==> config.mk <==
export PLATFORM = sky130hd
export DESIGN_NAME = phase_strap_detector
export DESIGN_NICKNAME = d
export VERILOG_FILES = /design/src/rtl/psd_pkg.sv /design/src/rtl/psd_win_counter.sv /design/src/rtl/psd_strap_decode.sv /design/src/rtl/psd_cfg_latch.sv /design/src/rtl/phase_strap_detector.sv
export SDC_FILE = /design/constraint.sdc
export NUM_CORES = 1
export LEC_CHECK = 0
export BUFFER_PORTS_ARGS = -buffer_cell sky130_fd_sc_hd__buf_2
export CORE_AREA = 2 2 39 41
export CTS_CLUSTER_SIZE = 10
export DETAILED_ROUTE_END_ITERATION = 7
export DIE_AREA = 0 0 41 43
export GPL_ROUTABILITY_DRIVEN = 0
export PLACE_DENSITY = 0.68
export SLEW_MARGIN = 5
export SYNTH_ARGS = -nofsm -noshare
export SYNTH_HDL_FRONTEND = slang
export SYNTH_SLANG_ARGS = --single-unit
==> constraint.sdc <==
create_clock -name clk -period 2.75 [get_ports clk]
set_input_delay 0.825 -clock clk [delete_from_list [all_inputs] [get_ports clk]]
set_output_delay 0.825 -clock clk [all_outputs]
set_load 0.02 [all_outputs]
==> src/rtl/psd_pkg.sv <==
package psd_pkg;

    localparam int STRAP_PINS = 2;
    localparam int CNT_W      = 3;

    localparam logic [CNT_W-1:0] CNT_TWO   = 3'd2;
    localparam logic [CNT_W-1:0] CNT_THREE = 3'd3;
    localparam logic [CNT_W-1:0] CNT_FOUR  = 3'd4;

    typedef enum logic [1:0] {
        ST_IDLE,
        ST_ARMED,
        ST_DETECT,
        ST_RUN
    } psd_state_e;

    typedef struct packed {
        logic [CNT_W-1:0] cnt;
        logic             fault;
    } psd_cfg_t;

    localparam psd_cfg_t CFG_DEFAULT = '{cnt: CNT_FOUR, fault: 1'b0};

endpackage

==> src/rtl/psd_win_counter.sv <==
module psd_win_counter #(
    parameter int WIN_CYCLES = 4
) (
    input  logic clk,
    input  logic rst_n,
    input  logic active_i,
    input  logic win_i,
    output logic done_o
);
    localparam int WCW = (WIN_CYCLES < 2) ? 1 : $clog2(WIN_CYCLES + 1);
    localparam logic [WCW-1:0] LAST = WCW'(WIN_CYCLES - 1);

    logic [WCW-1:0] wcnt_q;

    // counts consecutive strobe cycles while armed or detecting
    always_ff @(posedge clk or negedge rst_n) begin
        if (!rst_n) begin
            wcnt_q <= '0;
        end else if (active_i && win_i && (wcnt_q != LAST)) begin
            wcnt_q <= wcnt_q + 1'b1;
        end else begin
            wcnt_q <= '0;
        end
    end

    assign done_o = active_i && win_i && (wcnt_q == LAST);

endmodule

==> src/rtl/psd_strap_decode.sv <==
module psd_strap_decode
    import psd_pkg::*;
(
    input  logic [STRAP_PINS-1:0] strap_hi_i,
    output psd_cfg_t              cfg_o
);
    always_comb begin
        unique case (strap_hi_i)
            2'b00:   cfg_o = '{cnt: CNT_FOUR,  fault: 1'b0};
            2'b10:   cfg_o = '{cnt: CNT_THREE, fault: 1'b0};
            2'b11:   cfg_o = '{cnt: CNT_TWO,   fault: 1'b0};
            default: cfg_o = '{cnt: CNT_FOUR,  fault: 1'b1};
        endcase
    end

endmodule

==> src/rtl/psd_cfg_latch.sv <==
module psd_cfg_latch
    import psd_pkg::*;
(
    input  logic     clk,
    input  logic     rst_n,
    input  logic     clear_i,
    input  logic     load_i,
    input  psd_cfg_t cfg_i,
    output psd_cfg_t cfg_o
);
    always_ff @(posedge clk or negedge rst_n) begin
        if (!rst_n) begin
            cfg_o <= CFG_DEFAULT;
        end else if (clear_i) begin
            cfg_o <= CFG_DEFAULT;
        end else if (load_i) begin
            cfg_o <= cfg_i;
        end
    end

endmodule

==> src/rtl/phase_strap_detector.sv <==
module phase_strap_detector
    import psd_pkg::*;
#(
    parameter int WIN_CYCLES = 4
) (
    input  logic       clk,
    input  logic       rst_n,
    input  logic       en_i,
    input  logic       win_i,
    input  logic [1:0] strap_hi_i,
    output logic [2:0] phase_cnt_o,
    output logic [1:0] pd_en_o,
    output logic [1:0] oe_o,
    output logic [1:0] force_low_o,
    output logic       strap_fault_o
);
    psd_state_e state_q, state_d;
    logic       win_active;
    logic       win_done;
    logic       cfg_load;
    logic       cfg_clear;
    psd_cfg_t   cfg_dec;
    psd_cfg_t   cfg_q;

    assign win_active = en_i && ((state_q == ST_ARMED) || (state_q == ST_DETECT));
    assign cfg_load   = en_i && win_done;
    assign cfg_clear  = !en_i;

    psd_win_counter #(.WIN_CYCLES(WIN_CYCLES)) u_win (
        .clk      (clk),
        .rst_n    (rst_n),
        .active_i (win_active),
        .win_i    (win_i),
        .done_o   (win_done)
    );

    psd_strap_decode u_dec (
        .strap_hi_i (strap_hi_i),
        .cfg_o      (cfg_dec)
    );

    psd_cfg_latch u_cfg (
        .clk     (clk),
        .rst_n   (rst_n),
        .clear_i (cfg_clear),
        .load_i  (cfg_load),
        .cfg_i   (cfg_dec),
        .cfg_o   (cfg_q)
    );

    // next state
    always_comb begin
        state_d = state_q;
        if (!en_i) begin
            state_d = ST_IDLE;
        end else begin
            unique case (state_q)
                ST_IDLE:   state_d = ST_ARMED;
                ST_ARMED: begin
                    if (win_done)   state_d = ST_RUN;
                    else if (win_i) state_d = ST_DETECT;
                end
                ST_DETECT: begin
                    if (!win_i)       state_d = ST_ARMED;
                    else if (win_done) state_d = ST_RUN;
                end
                ST_RUN:    state_d = ST_RUN;
            endcase
        end
    end

    // state register
    always_ff @(posedge clk or negedge rst_n) begin
        if (!rst_n) state_q <= ST_IDLE;
        else        state_q <= state_d;
    end

    // outputs
    always_comb begin
        phase_cnt_o   = CNT_FOUR;
        strap_fault_o = 1'b0;
        pd_en_o       = 2'b11;
        oe_o          = 2'b00;
        force_low_o   = 2'b11;
        unique case (state_q)
            ST_IDLE, ST_ARMED, ST_DETECT: ;
            ST_RUN: begin
                phase_cnt_o   = cfg_q.cnt;
                strap_fault_o = cfg_q.fault;
                pd_en_o       = 2'b00;
                force_low_o   = 2'b00;
                oe_o[0]       = (cfg_q.cnt >= CNT_THREE);
                oe_o[1]       = (cfg_q.cnt == CNT_FOUR);
            end
        endcase
    end

endmodule

==> flow_summary_export.csv <==
group,metric,value,unit
status,status,"complete, no violations",
routing,drt_iter0_drc,4,
global_routing,antenna_found_initial,0,
clock_network,postCtsSetupRepairBufs,0,
synthesis,synth_compound_area_frac,0.1285,
setup_path,ff2ff_path_depth,5,
synthesis,ys_seq_area_frac,0.3943,
timing,final_hold_viol_count,0,
placement,numPortBuffers,15,
setup_path,critPathKind,"register to output pin",
timing,period_needed,2.164,ns
setup_path,cp.depth,4,
timing,relSlewSlack,0.7956,
timing,setup_tns,0,ns
synthesis,netlist_area,574.3,um^2
clock_network,cts_buffer_depth,2,
timing,max_freq,0.4621,GHz
timing,fin_skew,0.001481,ns
synthesis,yosys.area_share.xor_xnor,0,
synthesis,yosys.area.top_type,"dfrtp_1",
power,p_leak,0.0003343,uW
global_routing,grt_overflow,0,
setup_path,path_max_fanout,8,
timing,setup_viol,0,
timing,rsz0062_at_grt,"false",
synthesis,synth_cell_type_count,26,
die,dieArea,1763,um^2
timing,slew_violations,0,
placement,dp.cells,88,
timing,worst-slew-pin-transition,0.3067,ns
die,start_util,0.4150,
job,maxCapViolations,0,
global_routing,grt_pass1_wl,1600,um
clock_network,cts_tree,"built",
die,die_height,43,um
clock_network,clock_latency,0.26,ns
routing,post_drt_wl_per_cell,10.98,um
synthesis,synth-simple-area-share,0.2440,
setup_path,rr_endpoint,"state_q[0]$_DFFE_PN0P_",
clock_network,postCtsResizedCells,0,
synthesis,avgSynthCellArea,9.572,um^2
clock_network,clock-root-buffer,"clkbuf_4",
layout,drive_gt1_frac,0.3289,
placement,dpl_cell_area,646.9,um^2
power,power,457.2,uW
layout,fillCellCount,132,
synthesis,synth_top_family_by_area,"simple AND/OR/NAND/NOR gates",
hold_path,hold_class,"input pin to asynchronous set/reset pin",
routing,postRouteAntennaNets,0,
routing,wl,1010,um
layout,diodes,0,
die,coreArea,1384,um^2
setup_path,crit_family,"flip-flops",
setup_path,end_kind,"output pin",
setup_path,r2r-start,"state_q[0]$_DFFE_PN0P_",
die,io_pins,16,
setup_path,path_cells,"ha_1 > nand2_1 > nor3_1 > buf_2",
synthesis,synthAdderAreaFrac,0.1307,
routing,first_pass_iters,4,
clock_network,numCtsBuffers,3,
layout,multiInputGateArea,299.0,um^2
placement,hpwlAfterDp,780.7,um
layout,fin_area,673.1,um^2
power,vdd_drop_max,0.4578,mV
power,powerDensity,679.2,nW/um^2
setup_path,path_buf_inv,1,
synthesis,syn-num-nets,72,
global_routing,first_global_vias,378,
global_routing,grt_max_degree,10,
timing,hold-worst-slack,0.4084,ns
clock_network,clock_sinks,9,
setup_path,cp.arrival,1.34,ns
synthesis,muxShareOfSynthArea,0.01743,
timing,fin_crit_sh,0.7870,
setup_path,cp_slowest_cell,"dfrtp_1",
synthesis,yosys_warnings,0,
layout,final_cells,92,
setup_path,crit_required,1.93,ns
synthesis,yosys.area.top_type_share,0.3486,
clock_network,path_clk_slew,0.06,ns
routing,drc,0,
routing,vias,446,
die,std_cell_rows,14,
synthesis,syn_inst,60,
clock_network,h-tree-depth,1,
setup_path,r2r_slack,1.11,ns
layout,areaGrowthSynthToFinish,17.21,%
setup_path,cp-start-kind,"register",
die,die_w,41,um
synthesis,synthTopCellsByArea,"dfrtp_1 35%, ha_1 13%, dfstp_2 4.6%, inv_1 4.6%, nand2_1 4.6%",
routing,routed_via_density,4.848,
setup_path,slowest_delay,0.40,ns
synthesis,synth-seq-cells,9,
layout,seqCellArea,226.5,um^2
clock_network,cts_hold_buf,0,
global_routing,grt.total_usage,0.1375,
layout,num-nets-final,89,
[worst max-delay path by stage]
stage                            from       to  slack [ns]
6_report       state_q[1]$_DFFE_PN0P_  oe_o[1]        0.59
5_1_grt        state_q[1]$_DFFE_PN0P_  oe_o[0]        0.43
4_1_cts        state_q[1]$_DFFE_PN0P_  oe_o[1]        0.58
3_5_place_dp   state_q[1]$_DFFE_PN0P_  oe_o[1]        0.87
3_3_place_gp   state_q[1]$_DFFE_PN0P_  oe_o[0]        0.93
2_1_floorplan  state_q[1]$_DFFE_PN0P_  oe_o[1]        0.79
[synthesized netlist by cell type]
cell      n
o221a_2   1
nor3_1    2
nor2_1    4
nand2b_1  1
nand4b_1  1
inv_1     7
nor2b_1   1
ha_1      6
and2_1    3
nand3_1   1
dfstp_2   1
o21ai_0   1
nand2_1   7
mux2i_1   1
or3_1     2
a21oi_2   1
a21oi_1   2
buf_4     3
and4_2    1
a21o_1    1
and2_4    1
a221oi_1  1
a221oi_2  1
dfrtp_1   8
nand4_2   1
a211oi_1  1
[worst reg2reg max path: cells and delay by family, from the launching register on]
family,cells,cell delay (ns)
fa+ha+maj,1,0.36
flops,1,0.38
compound gates,2,0.44
simple gates,1,0.23
buf+inv,1,0.11
[report_power, final]
group	total [uW]	internal, uW	switching (uW)	leakage (uW)
Clock	101	55.8	44.7	0.0000150
Combinational	191	78.1	113	0.000199
Sequential	166	150	16.0	0.000120
[metal layers]
layer / track usage / up-vias / routed length [um]
met5: 0 / - / 0
met3: 0.03141 / 4 / 62
li1: - / 236 / -
met1: 0.2054 / 190 / 512
met2: 0.1750 / 16 / 414
met4: 0.08000 / 0 / 21
[kinds of logic after synthesis]
logic type / after synthesis
AND/OR/NAND/NOR: 25
multiplexers: 1
adder cells (fa/ha/maj): 6
buffers and inverters: 10
flip-flops: 9
AO/OA/AOI/OAI: 9
[metrics by stage]
step | worst slack [ns] | util
2_1_floorplan | 0.7934 | -
3_3_place_gp | 0.9334 | 0.4675
3_5_place_dp | 0.8655 | 0.4675
4_1_cts | 0.5837 | 0.4864
5_1_grt | 0.4333 | 0.4864
6_report | 0.5858 | 0.4864
[cell type report]
type,instances,area share
clock buffers,4,0.03903
inverters,7,0.03903
well taps,16,0.02974
multi-input cells,41,0.4442
flip-flops and latches,9,0.3364
repair buffers,15,0.1115
[flip-flops by register name, indices dropped and copies added (netlist names)]
| signal | count |
|---|---|
| state_q | 2 |
| u_win.wcnt_q | 3 |
| u_cfg.cfg_o | 4 |
[cell usage in the layout (no fill, tap or decap)]
cell,Yosys,final
dfstp_2,1,1
dfrtp_1,8,8
and2_4,1,1
or3_1,2,2
nor3_1,2,2
nand2b_1,1,1
a21oi_1,2,2
nand4_2,1,1
o221a_2,1,1
a211oi_1,1,1
a21o_1,1,1
mux2i_1,1,1
and2_1,3,3
clkbuf_4,0,3
a21oi_2,1,1
nand3_1,1,1
nand2_1,7,7
inv_1,7,7
a221oi_1,1,1
nand4b_1,1,1
and4_2,1,1
o21ai_0,1,1
clkbuf_1,0,1
a221oi_2,1,1
nor2_1,4,4
buf_2,0,15
nor2b_1,1,1
ha_1,6,6
Power figures use the tool's default switching activity.
